File: config.mk
export PLATFORM = sky130hd
export DESIGN_NAME = sata_hba_regs
export DESIGN_NICKNAME = d
export VERILOG_FILES = /design/src/rtl/sata_hba_pkg.sv /design/src/rtl/hba_port_bank.sv /design/src/rtl/hba_global_bank.sv /design/src/rtl/sata_hba_regs.sv
export SDC_FILE = /design/constraint.sdc
export NUM_CORES = 2
export LEC_CHECK = 0
export BUFFER_PORTS_ARGS = -buffer_cell sky130_fd_sc_hd__buf_4
export CAP_MARGIN = 20
export CORE_ASPECT_RATIO = 0.75
export CORE_MARGIN = 2
export CORE_UTILIZATION = 56
export CTS_CLUSTER_SIZE = 12
export DETAILED_ROUTE_END_ITERATION = 8
export PLACE_DENSITY_LB_ADDON = 0.25
export SLEW_MARGIN = 40
export SYNTH_ARGS = -nofsm -noshare
export SYNTH_HDL_FRONTEND = slang
export SYNTH_SLANG_ARGS = --single-unit
File: constraint.sdc
create_clock -name clk -period 8.3 [get_ports clk]
set_clock_uncertainty 0.15 [all_clocks]
set_input_delay 0.415 -clock clk [delete_from_list [all_inputs] [get_ports clk]]
set_output_delay 0.415 -clock clk [all_outputs]
set_load 0.01 [all_outputs]
File: src/rtl/sata_hba_pkg.sv
package sata_hba_pkg;

  localparam int unsigned DW = 32;
  localparam int unsigned AW = 12;

  localparam logic [DW-1:0] CAP_RST  = 32'h0000_1F02;
  localparam logic [DW-1:0] CTL_RST  = 32'h8000_0000;
  localparam logic [DW-1:0] IMPL_RST = 32'h0000_0001;
  localparam logic [DW-1:0] VER_RST  = 32'h0001_0100;
  localparam logic [DW-1:0] CMD_KEEP = 32'h0100_C01F;
  localparam logic [DW-1:0] LINK_UP  = 32'h0000_0003;

  typedef enum logic [1:0] {WIN_NONE, WIN_GLOBAL, WIN_PORT} win_e;

  typedef enum logic [3:0] {
    PR_LIST_LO, PR_LIST_HI, PR_RX_LO, PR_RX_HI,
    PR_ISTAT, PR_IEN, PR_CMD, PR_TASK, PR_SIGN,
    PR_LSTAT, PR_LCTL, PR_LERR, PR_LACT, PR_ISSUE, PR_HOLE
  } preg_e;

  function automatic win_e win_of(input logic [AW-1:0] a);
    if (a < 12'h020)                        return WIN_GLOBAL;
    else if (a >= 12'h100 && a < 12'h200)   return WIN_PORT;
    else                                    return WIN_NONE;
  endfunction

  function automatic int port_of(input logic [AW-1:0] a);
    return (int'(a) - 256) >>> 7;
  endfunction

  function automatic preg_e preg_of(input logic [AW-1:0] a);
    case (a[6:2])
      5'd0:  return PR_LIST_LO;
      5'd1:  return PR_LIST_HI;
      5'd2:  return PR_RX_LO;
      5'd3:  return PR_RX_HI;
      5'd4:  return PR_ISTAT;
      5'd5:  return PR_IEN;
      5'd6:  return PR_CMD;
      5'd8:  return PR_TASK;
      5'd9:  return PR_SIGN;
      5'd10: return PR_LSTAT;
      5'd11: return PR_LCTL;
      5'd12: return PR_LERR;
      5'd13: return PR_LACT;
      5'd14: return PR_ISSUE;
      default: return PR_HOLE;
    endcase
  endfunction

  function automatic logic [DW-1:0] keep_cmd(input logic [DW-1:0] v);
    return v & CMD_KEEP;
  endfunction

  // set bits win over bits cleared by a write of ones
  function automatic logic [DW-1:0] clr_then_set(input logic [DW-1:0] old,
                                                 input logic [DW-1:0] clr,
                                                 input logic [DW-1:0] set);
    return (old & ~clr) | set;
  endfunction

endpackage

File: src/rtl/hba_port_bank.sv
module hba_port_bank
  import sata_hba_pkg::*;
(
  input  logic          clk,
  input  logic          rst_n,
  input  logic          wr_en,
  input  preg_e         sel,
  input  logic [DW-1:0] wdata,
  input  logic [DW-1:0] evt_set,
  input  logic [DW-1:0] slot_done,
  input  logic [DW-1:0] lstat_val,
  output logic [DW-1:0] rdata,
  output logic          pend,
  output logic          kick,
  output logic [DW-1:0] istat_o,
  output logic [DW-1:0] ien_o
);

  logic [DW-1:0] list_lo, list_hi, rx_lo, rx_hi;
  logic [DW-1:0] istat, ien, cmd, task_w, sign;
  logic [DW-1:0] lctl, lerr, lact, issue;
  logic          kick_q;

  wire wr_istat = wr_en && (sel == PR_ISTAT);
  wire wr_issue = wr_en && (sel == PR_ISSUE);
  wire wr_cmd   = wr_en && (sel == PR_CMD);
  wire kick_ev  = wr_issue || (wr_cmd && wdata[0]);

  always_ff @(posedge clk) begin
    if (!rst_n) begin
      list_lo <= '0; list_hi <= '0; rx_lo <= '0; rx_hi <= '0;
      ien <= '0; cmd <= '0; task_w <= '0; sign <= '0;
      lctl <= '0; lerr <= '0; lact <= '0;
    end else if (wr_en) begin
      case (sel)
        PR_LIST_LO: list_lo <= wdata;
        PR_LIST_HI: list_hi <= wdata;
        PR_RX_LO:   rx_lo   <= wdata;
        PR_RX_HI:   rx_hi   <= wdata;
        PR_IEN:     ien     <= wdata;
        PR_CMD:     cmd     <= keep_cmd(wdata);
        PR_TASK:    task_w  <= wdata;
        PR_SIGN:    sign    <= wdata;
        PR_LCTL:    lctl    <= wdata;
        PR_LERR:    lerr    <= wdata;
        PR_LACT:    lact    <= wdata;
        default: ;
      endcase
    end
  end

  always_ff @(posedge clk) begin
    if (!rst_n) istat <= '0;
    else        istat <= clr_then_set(istat, wr_istat ? wdata : '0, evt_set);
  end

  always_ff @(posedge clk) begin
    if (!rst_n)        issue <= '0;
    else if (wr_issue) issue <= wdata;
    else               issue <= issue & ~slot_done;
  end

  always_ff @(posedge clk) begin
    if (!rst_n) kick_q <= 1'b0;
    else        kick_q <= kick_ev;
  end

  always_comb begin
    case (sel)
      PR_LIST_LO: rdata = list_lo;
      PR_LIST_HI: rdata = list_hi;
      PR_RX_LO:   rdata = rx_lo;
      PR_RX_HI:   rdata = rx_hi;
      PR_ISTAT:   rdata = istat;
      PR_IEN:     rdata = ien;
      PR_CMD:     rdata = cmd;
      PR_TASK:    rdata = task_w;
      PR_SIGN:    rdata = sign;
      PR_LSTAT:   rdata = lstat_val;
      PR_LCTL:    rdata = lctl;
      PR_LERR:    rdata = lerr;
      PR_LACT:    rdata = lact;
      PR_ISSUE:   rdata = issue;
      default:    rdata = '0;
    endcase
  end

  assign pend    = |(istat & ien);
  assign kick    = kick_q;
  assign istat_o = istat;
  assign ien_o   = ien;

endmodule

File: src/rtl/hba_global_bank.sv
module hba_global_bank
  import sata_hba_pkg::*;
#(
  parameter int unsigned NPORT = 2
) (
  input  logic             clk,
  input  logic             rst_n,
  input  logic             wr_en,
  input  logic [2:0]       word,
  input  logic [DW-1:0]    wdata,
  input  logic [NPORT-1:0] pend,
  output logic [DW-1:0]    rdata,
  output logic [DW-1:0]    gstat_o
);

  logic [DW-1:0] gstat;
  logic [DW-1:0] pend_w;
  wire           wr_gstat = wr_en && (word == 3'd2);

  always_comb begin
    pend_w = '0;
    pend_w[NPORT-1:0] = pend;
  end

  always_ff @(posedge clk) begin
    if (!rst_n) gstat <= '0;
    else        gstat <= clr_then_set(gstat, wr_gstat ? wdata : '0, pend_w);
  end

  always_comb begin
    case (word)
      3'd0:    rdata = CAP_RST;
      3'd1:    rdata = CTL_RST;
      3'd2:    rdata = gstat;
      3'd3:    rdata = IMPL_RST;
      3'd4:    rdata = VER_RST;
      default: rdata = '0;
    endcase
  end

  assign gstat_o = gstat;

endmodule

File: src/rtl/sata_hba_regs.sv
module sata_hba_regs
  import sata_hba_pkg::*;
#(
  parameter int unsigned NPORT = 2
) (
  input  logic               clk,
  input  logic               rst_n,
  input  logic               bus_wr,
  input  logic [11:0]        bus_addr,
  input  logic [31:0]        bus_wdata,
  output logic [31:0]        bus_rdata,
  input  logic               dev_present,
  input  logic [NPORT*32-1:0] evt_set,
  input  logic [NPORT*32-1:0] slot_done,
  output logic [NPORT-1:0]   kick,
  output logic               irq
);

  // decode
  win_e  win;
  preg_e psel;
  int    pidx;
  logic  aligned;

  assign win     = win_of(bus_addr);
  assign psel    = preg_of(bus_addr);
  assign pidx    = port_of(bus_addr);
  assign aligned = (bus_addr[1:0] == 2'b00);

  wire g_wr = bus_wr && aligned && (win == WIN_GLOBAL);

  // per-port instances
  logic [DW-1:0]    port_rdata [NPORT];
  logic [NPORT-1:0] pend;
  logic [DW-1:0]    istat_w    [NPORT];
  logic [DW-1:0]    ien_w      [NPORT];

  for (genvar i = 0; i < NPORT; i++) begin : g_port
    wire           hit  = (win == WIN_PORT) && (pidx == i);
    wire [DW-1:0]  lsv  = (i == 0 && dev_present) ? LINK_UP : '0;

    hba_port_bank u_bank (
      .clk       (clk),
      .rst_n     (rst_n),
      .wr_en     (bus_wr && aligned && hit),
      .sel       (psel),
      .wdata     (bus_wdata),
      .evt_set   (evt_set[i*32 +: 32]),
      .slot_done (slot_done[i*32 +: 32]),
      .lstat_val (lsv),
      .rdata     (port_rdata[i]),
      .pend      (pend[i]),
      .kick      (kick[i]),
      .istat_o   (istat_w[i]),
      .ien_o     (ien_w[i])
    );
  end

  // global window
  logic [DW-1:0] g_rdata;
  logic [DW-1:0] gstat;

  hba_global_bank #(.NPORT(NPORT)) u_glob (
    .clk     (clk),
    .rst_n   (rst_n),
    .wr_en   (g_wr),
    .word    (bus_addr[4:2]),
    .wdata   (bus_wdata),
    .pend    (pend),
    .rdata   (g_rdata),
    .gstat_o (gstat)
  );

  // read mux
  always_comb begin
    bus_rdata = '0;
    if (win == WIN_GLOBAL) begin
      bus_rdata = g_rdata;
    end else if (win == WIN_PORT) begin
      for (int i = 0; i < NPORT; i++)
        if (pidx == i) bus_rdata = port_rdata[i];
    end
  end

  assign irq = |gstat;

  // named internal events for the checker
  wire [DW-1:0] chk_istat0 = istat_w[0];
  wire [DW-1:0] chk_ien0   = ien_w[0];

endmodule

Word-level counts from Yosys, hierarchy flattened --
Memories as Yosys holds them, arrays and structs flattened. Index checks and enable logic that the tools add are counted.
Word-level totals: output and inout bits 35, logic and storage cells 132, memories kept 1, register bits after elaboration 818, bits of input ports 176, memory bits (read-only) 64
Memories:
- (name not given) | words 16, width 4, rd ports 1, clocked after memory_dff 0, wr ports 0, RTL line sata_hba_pkg.sv:32 | case (a[6:2])
Cells by class: reduce and logical (&&, ||, !) cells 47, multiplexer cells 16, bitwise logic cells 15, add/sub/neg operators 1, $lt $le $gt $ge 3, equality and inequality tests 20
Operators by type and width (count):
- $pmux 32 s14 | 1
- $pmux 32 s13 | 1
- $mux 32 | 9
- $and 32x32->32 | 7
- $not 32->32 | 5
- $pmux 32 s5 | 1
- $reduce_or 32->1 | 3
- $or 32x32->32 | 2
- $reduce_and 2->1 | 22
- $logic_not 32->1 | 1
- $or 32x2->32 | 1
- $eq 4x4->1 const B | 6
- $eq 4x3->1 const B | 4
- $logic_and 1x1->1 | 16
- $sub 12x9->13 const B | 1
- $ge 12x9->1 const B | 1
- $lt 12x10->1 const B | 1
- $lt 12x6->1 const B | 1
- $eq 4x2->1 const B | 2
- $eq 3x2->1 const B | 2
- $eq 6x2->1 const B | 1
- $mux 2 | 3
- $eq 4x1->1 const B | 1
- $logic_not 4->1 | 1
- other kinds (8) | 9

Depth between registers and ports, before layout --
depth after elaboration 12, depth in mapped cells 14, mapped depth without buffers 8

Modules after synthesis --
A second synthesis with hierarchy kept.
Unflattened totals: cells, all modules 4560, area, all modules 38200.4 µm²
Modules (own cells, without submodules):
- hba_port_bank | times used 2, area each 17978.5 µm², cells an instance 2145
- hba_global_bank | times used 1, area each 1286.2 µm², cells an instance 154
- sata_hba_regs | times used 1, area each 957.2 µm², cells an instance 116

Worst setup path before layout --
No wires, ideal clock.
path kind input-to-output, from input port bus_addr[2], to output port bus_rdata[25], path buffers 5, arrival 3.074 ns, slack 4.661 ns, stages 12, cells stage by stage buf_6 -> clkbuf_1 -> inv_1 -> ha_1 -> or3b_1 -> a221oi_2 -> buf_2 -> buf_4 -> buf_4 -> a222oi_1 -> and3_1 -> a211oi_1
On the way: cells in the longest elaborated chain, start to end 8, elaborated cells on any way between the ends 39, classes of those cells add/sub: 1; order compare: 3; eq/ne: 20; mux: 10; reduce/logical: 4; memory: 1
RTL lines:
- start: declaration | RTL line sata_hba_regs.sv:9 | input logic [11:0] bus_addr,
- $mem_v2 16x4
- $mux 4 | RTL line sata_hba_pkg.sv:32
- $eq 4x4->1 (tied with other cells) | RTL line hba_port_bank.sv:69 | case (sel)
- $pmux 32 s14 | RTL line hba_port_bank.sv:69
- $mux 32 (2 in a row) | RTL line sata_hba_regs.sv:81 | if (pidx == i) bus_rdata = port_rdata[i];
- $mux 32 | RTL line sata_hba_regs.sv:79 | end else if (win == WIN_PORT) begin
- $mux 32 (*) | RTL line sata_hba_regs.sv:77 | if (win == WIN_GLOBAL) begin
- end: declaration | RTL line sata_hba_regs.sv:11 | output logic [31:0] bus_rdata,
Mark *: on every way between the ends. The rest lies on a longest branch, timed or not.

Worst setup path after layout --
from input port bus_addr[2], to output port bus_rdata[2]
The elaborated chain is that of the path after synthesis.

==> summary.md <==
| Metric | Value |
|---|---|
| Launching point of the worst reg2reg path | `g_port[0].u_bank.istat_o[30]` |
| TritonCTS clock tree | `done` |
| Die X | `303 µm` |
| Inserted Clock Buffers | `82` |
| Fin Setup TNS | `0 ns` |
| Reg2Reg Capture Point | `u_glob.gstat_o[0]` |
| Initial detailed-routing violation count | `7543` |
| Min Tclk post-route | `5.57 ns` |
| Syn nets | `4783` |
| Arrival @ worst endpoint | `5.00 ns` |
| Hold Crit Endpoint | `u_glob.gstat_o[29]` |
| Max Cap Viol | `0` |
| DRC viols | `0` |
| Power Total | `8.12 mW` |
| Net Sw Frac | `0.246` |
| Area contributors post-synth | `dfxtp_1, nand2_1, a21boi_0, clkbuf_1, a21boi_1` |
| Crit Path Max Fanout | `27` |
| Fmax | `180 MHz` |
| GR Util All Layers | `0.439` |
| Vias in the first global route | `34500` |
| Placer congestion estimate | `0.997` |
| Worst Setup End Kind | `output port` |
| CORE AREA | `66700 µm²` |
| Flop pwr share | `0.492` |
| Yosys top cell area share | `0.435` |
| Clock latency on the worst-skew pair | `0.67 ns` |
| Comb pwr share | `0.070` |
| VDD IR max | `0.206 mV` |
| I/O Buffers | `210` |
| Setup CP Type | `in -> out` |
| Post-synthesis cell area | `37600 µm²` |
| HP Start | `bus_wdata[29]` |
| Routed length per instance | `28.3 µm` |
| Via Count | `37700` |
| DIE HEIGHT | `229 µm` |
| Clock tree root driver cell | `clkbuf_16` |
| Mapped Cells | `4600` |
| Rel. slew slack | `0.321` |
| Slew @ Worst Pin | `0.992 ns` |
| Register area share after synthesis | `0.435` |
| Yosys warnings | `0` |
| Ys flop type | `dfxtp_1` |
| Yosys top cell by area | `dfxtp_1` |
| Antenna violations before repair | `11` |
| Max clock buf depth | `3` |
| CP required | `7.74 ns` |
| Crit path launch type | `input pin` |
| # nets final | `4822` |
| Most used cell, CP | `buf_4` |
| Synth unique cells | `91` |
| Fraction of layout cells with a size suffix above 1 | `0.105` |
| Yosys reg bits | `818` |
| CP max stage cell | `and2_2` |
| Post-Place Worst Slack | `3.07 ns` |
| Pwr dens | `189 nW/µm²` |
| Status | `complete, no violations` |
| Clk sinks | `818` |
| Leak | `14.6 nW` |
| Final ANT Viol Nets | `0` |
| Fin. Hold Viols | `0` |
| Post-DR vias/cell | `6.77` |
| Die area | `69300 µm²` |
| Cell depth of the worst flop-to-flop path | `4` |
| Fin crit share | `0.671` |
| CTS-repair resized insts | `0` |
| Slew Limit Fails | `0` |
| Postcts setup bufs | `0` |
| Top delay family on crit path | `buffers and inverters` |
| Final Worst Setup Slack | `2.73 ns` |
| First-pass GRT wire length | `228000 µm` |
| Clock H-tree levels | `3` |
| First-pass detailed-route iteration total | `9` |
| WP buf/inv | `5` |
| Syn-to-layout area delta | `14.2%` |
| Reg2Reg Setup Slack | `6.17 ns` |
| FP Rows | `82` |
| Worst Hold Class | `in -> reg` |
| Post-synth EDFFs | `0` |
| Filler instances | `5636` |
| Worst hold path depth | `2` |
| Num ports | `211` |
| Unrepaired setup endpoints after global routing | `no` |
| Crit path from | `bus_addr[2]` |
| Switching power | `2.00 mW` |
| Largest net degree at the start of global routing | `251` |
| Mean Syn Cell Area | `8.18 µm²` |
| Setup violations, final | `0` |
| Total wire length | `157000 µm` |
| Worst path max stage delay | `0.74 ns` |
| Synth top cells by count | `nand2_1, dfxtp_1, a21boi_0, clkbuf_1, buf_2` |
| Total congestion overflow | `0` |
| Async SR Flop Fraction | `0` |
| Crit-path cells | `buf_4 > inv_1 > ha_1 > nand4b_4 > o21ai_4 > buf_4 > and2_2 > buf_4 > a221oi_1 > and3_1 > o31ai_1 > buf_4` |
| Power share of the clock group | `0.438` |
| Cts hold-fix bufs | `129` |
| Clock transition at the registers of the reported paths | `0.06 ns` |
| Starting Density | `0.564` |
| Most frequent cell after synthesis | `nand2_1` |
| Internal power | `6.12 mW` |
| HPWL after DPL | `95600 µm` |
logic make-up (layout without fill, tap and decap cells):
family                     after synthesis  after routing  share of synthesized area
muxes                                   12             12                    0.00386
and+or+nand+nor                       1923           1923                      0.223
adders and majority gates                7              7                    0.00233
other                                    0              5                          0
DFF                                    818            818                      0.435
AOI/OAI and AO/OA                     1345           1345                      0.277
xor gates and xnor gates                 2              2                   0.000466
buffers and inverters                  493            570                     0.0578
power groups by stage:
| stage | sequential (mW) | combinational (mW) | clock [mW] |
|---|---|---|---|
| global route | 3.99 | 0.575 | 3.70 |
| CTS | 3.99 | 0.536 | 3.54 |
| detailed placement | 4.07 | 0.487 | 0 |
| floorplan | 4.05 | 0.279 | 0 |
| finish | 3.99 | 0.572 | 3.56 |
| global placement | 4.07 | 0.484 | 0 |
registers in the layout, indices dropped and copies added (netlist names):
name,cells
g_port.u_bank.cmd,16
g_port.u_bank.ien_o,64
g_port.u_bank.issue,64
g_port.u_bank.istat_o,64
g_port.u_bank.kick,2
g_port.u_bank.lact,64
g_port.u_bank.lctl,64
g_port.u_bank.lerr,64
g_port.u_bank.list_hi,64
g_port.u_bank.list_lo,64
g_port.u_bank.rx_hi,64
g_port.u_bank.rx_lo,64
g_port.u_bank.sign,64
g_port.u_bank.task_w,64
u_glob.gstat_o,32
cell type report:
class / count / area, µm² / share of cell area
sequential: 818 / 16400 / 0.381
inverter: 25 / 93.8 / 0.00218
antenna: 5 / 12.5 / 0.000291
clock buffer: 112 / 2280 / 0.0530
timing repair buffer: 423 / 3620 / 0.0842
multi-input combinational: 3289 / 19300 / 0.450
clock inverter: 10 / 153 / 0.00355
tap: 882 / 1100 / 0.0257
worst reg2reg max path, delay by kind of cell, from the launching register on:
family          cells  cell delay [ns]
compound gates      3             1.28
flops               1             0.35
simple gates        1             0.26
layout by cell type, fill, tap and decap left out, types with 9 or more instances in the layout:
cell type	count
a2111oi_0	24
a211oi_1	19
a21boi_0	674
a21boi_1	120
a21o_1	10
a21oi_1	74
a221o_1	23
a221oi_1	46
a222oi_1	57
a22o_1	55
a22oi_1	68
a32o_1	25
and2_1	9
and3_1	84
and4_1	12
buf_4	284
clkbuf_1	20
clkbuf_16	83
clkbuf_8	9
dfxtp_1	818
dlygate4sd3_1	129
inv_1	25
nand2_1	1460
nand2_4	13
nand3_1	121
nand3b_1	71
nand4_1	33
nor2_1	14
nor2_2	21
nor3_1	12
nor4_1	13
o211ai_1	11
o21a_1	64
o21ai_0	13
layer usage:
metal	part of all wire	GRT usage	wire [µm]
met2	0.40	0.608	63000
met4	0.061	0.221	9600
met3	0.17	0.162	27000
met5	0.00048	0	75
met1	0.37	0.597	57900
how the worst max path moves through the flow:
| stage | slack (ns) | to | depth (start not counted) |
|---|---|---|---|
| floorplan | 4.66 | bus_rdata[25] | 12 |
| CTS | 3.07 | bus_rdata[2] | 12 |
| finish | 2.73 | bus_rdata[2] | 12 |
| global route | 2.78 | bus_rdata[31] | 12 |
| global placement | 3.22 | bus_rdata[31] | 12 |
| detailed placement | 3.07 | bus_rdata[2] | 12 |
metrics by stage:
step / instances / hold WS (ns) / utilization / area, µm²
after global routing: 5559 / 0.0206 / 0.644 / 43000
after floorplan: 4600 / 0.270 / - / 37600
after CTS: 5553 / 0.000225 / 0.642 / 42800
final: 5564 / 0.0207 / 0.644 / 43000
after global placement: 5302 / 0.281 / 0.585 / 39000
after detailed placement: 5302 / 0.284 / 0.586 / 39100
Note: power is estimated with default switching activity, not from simulation.
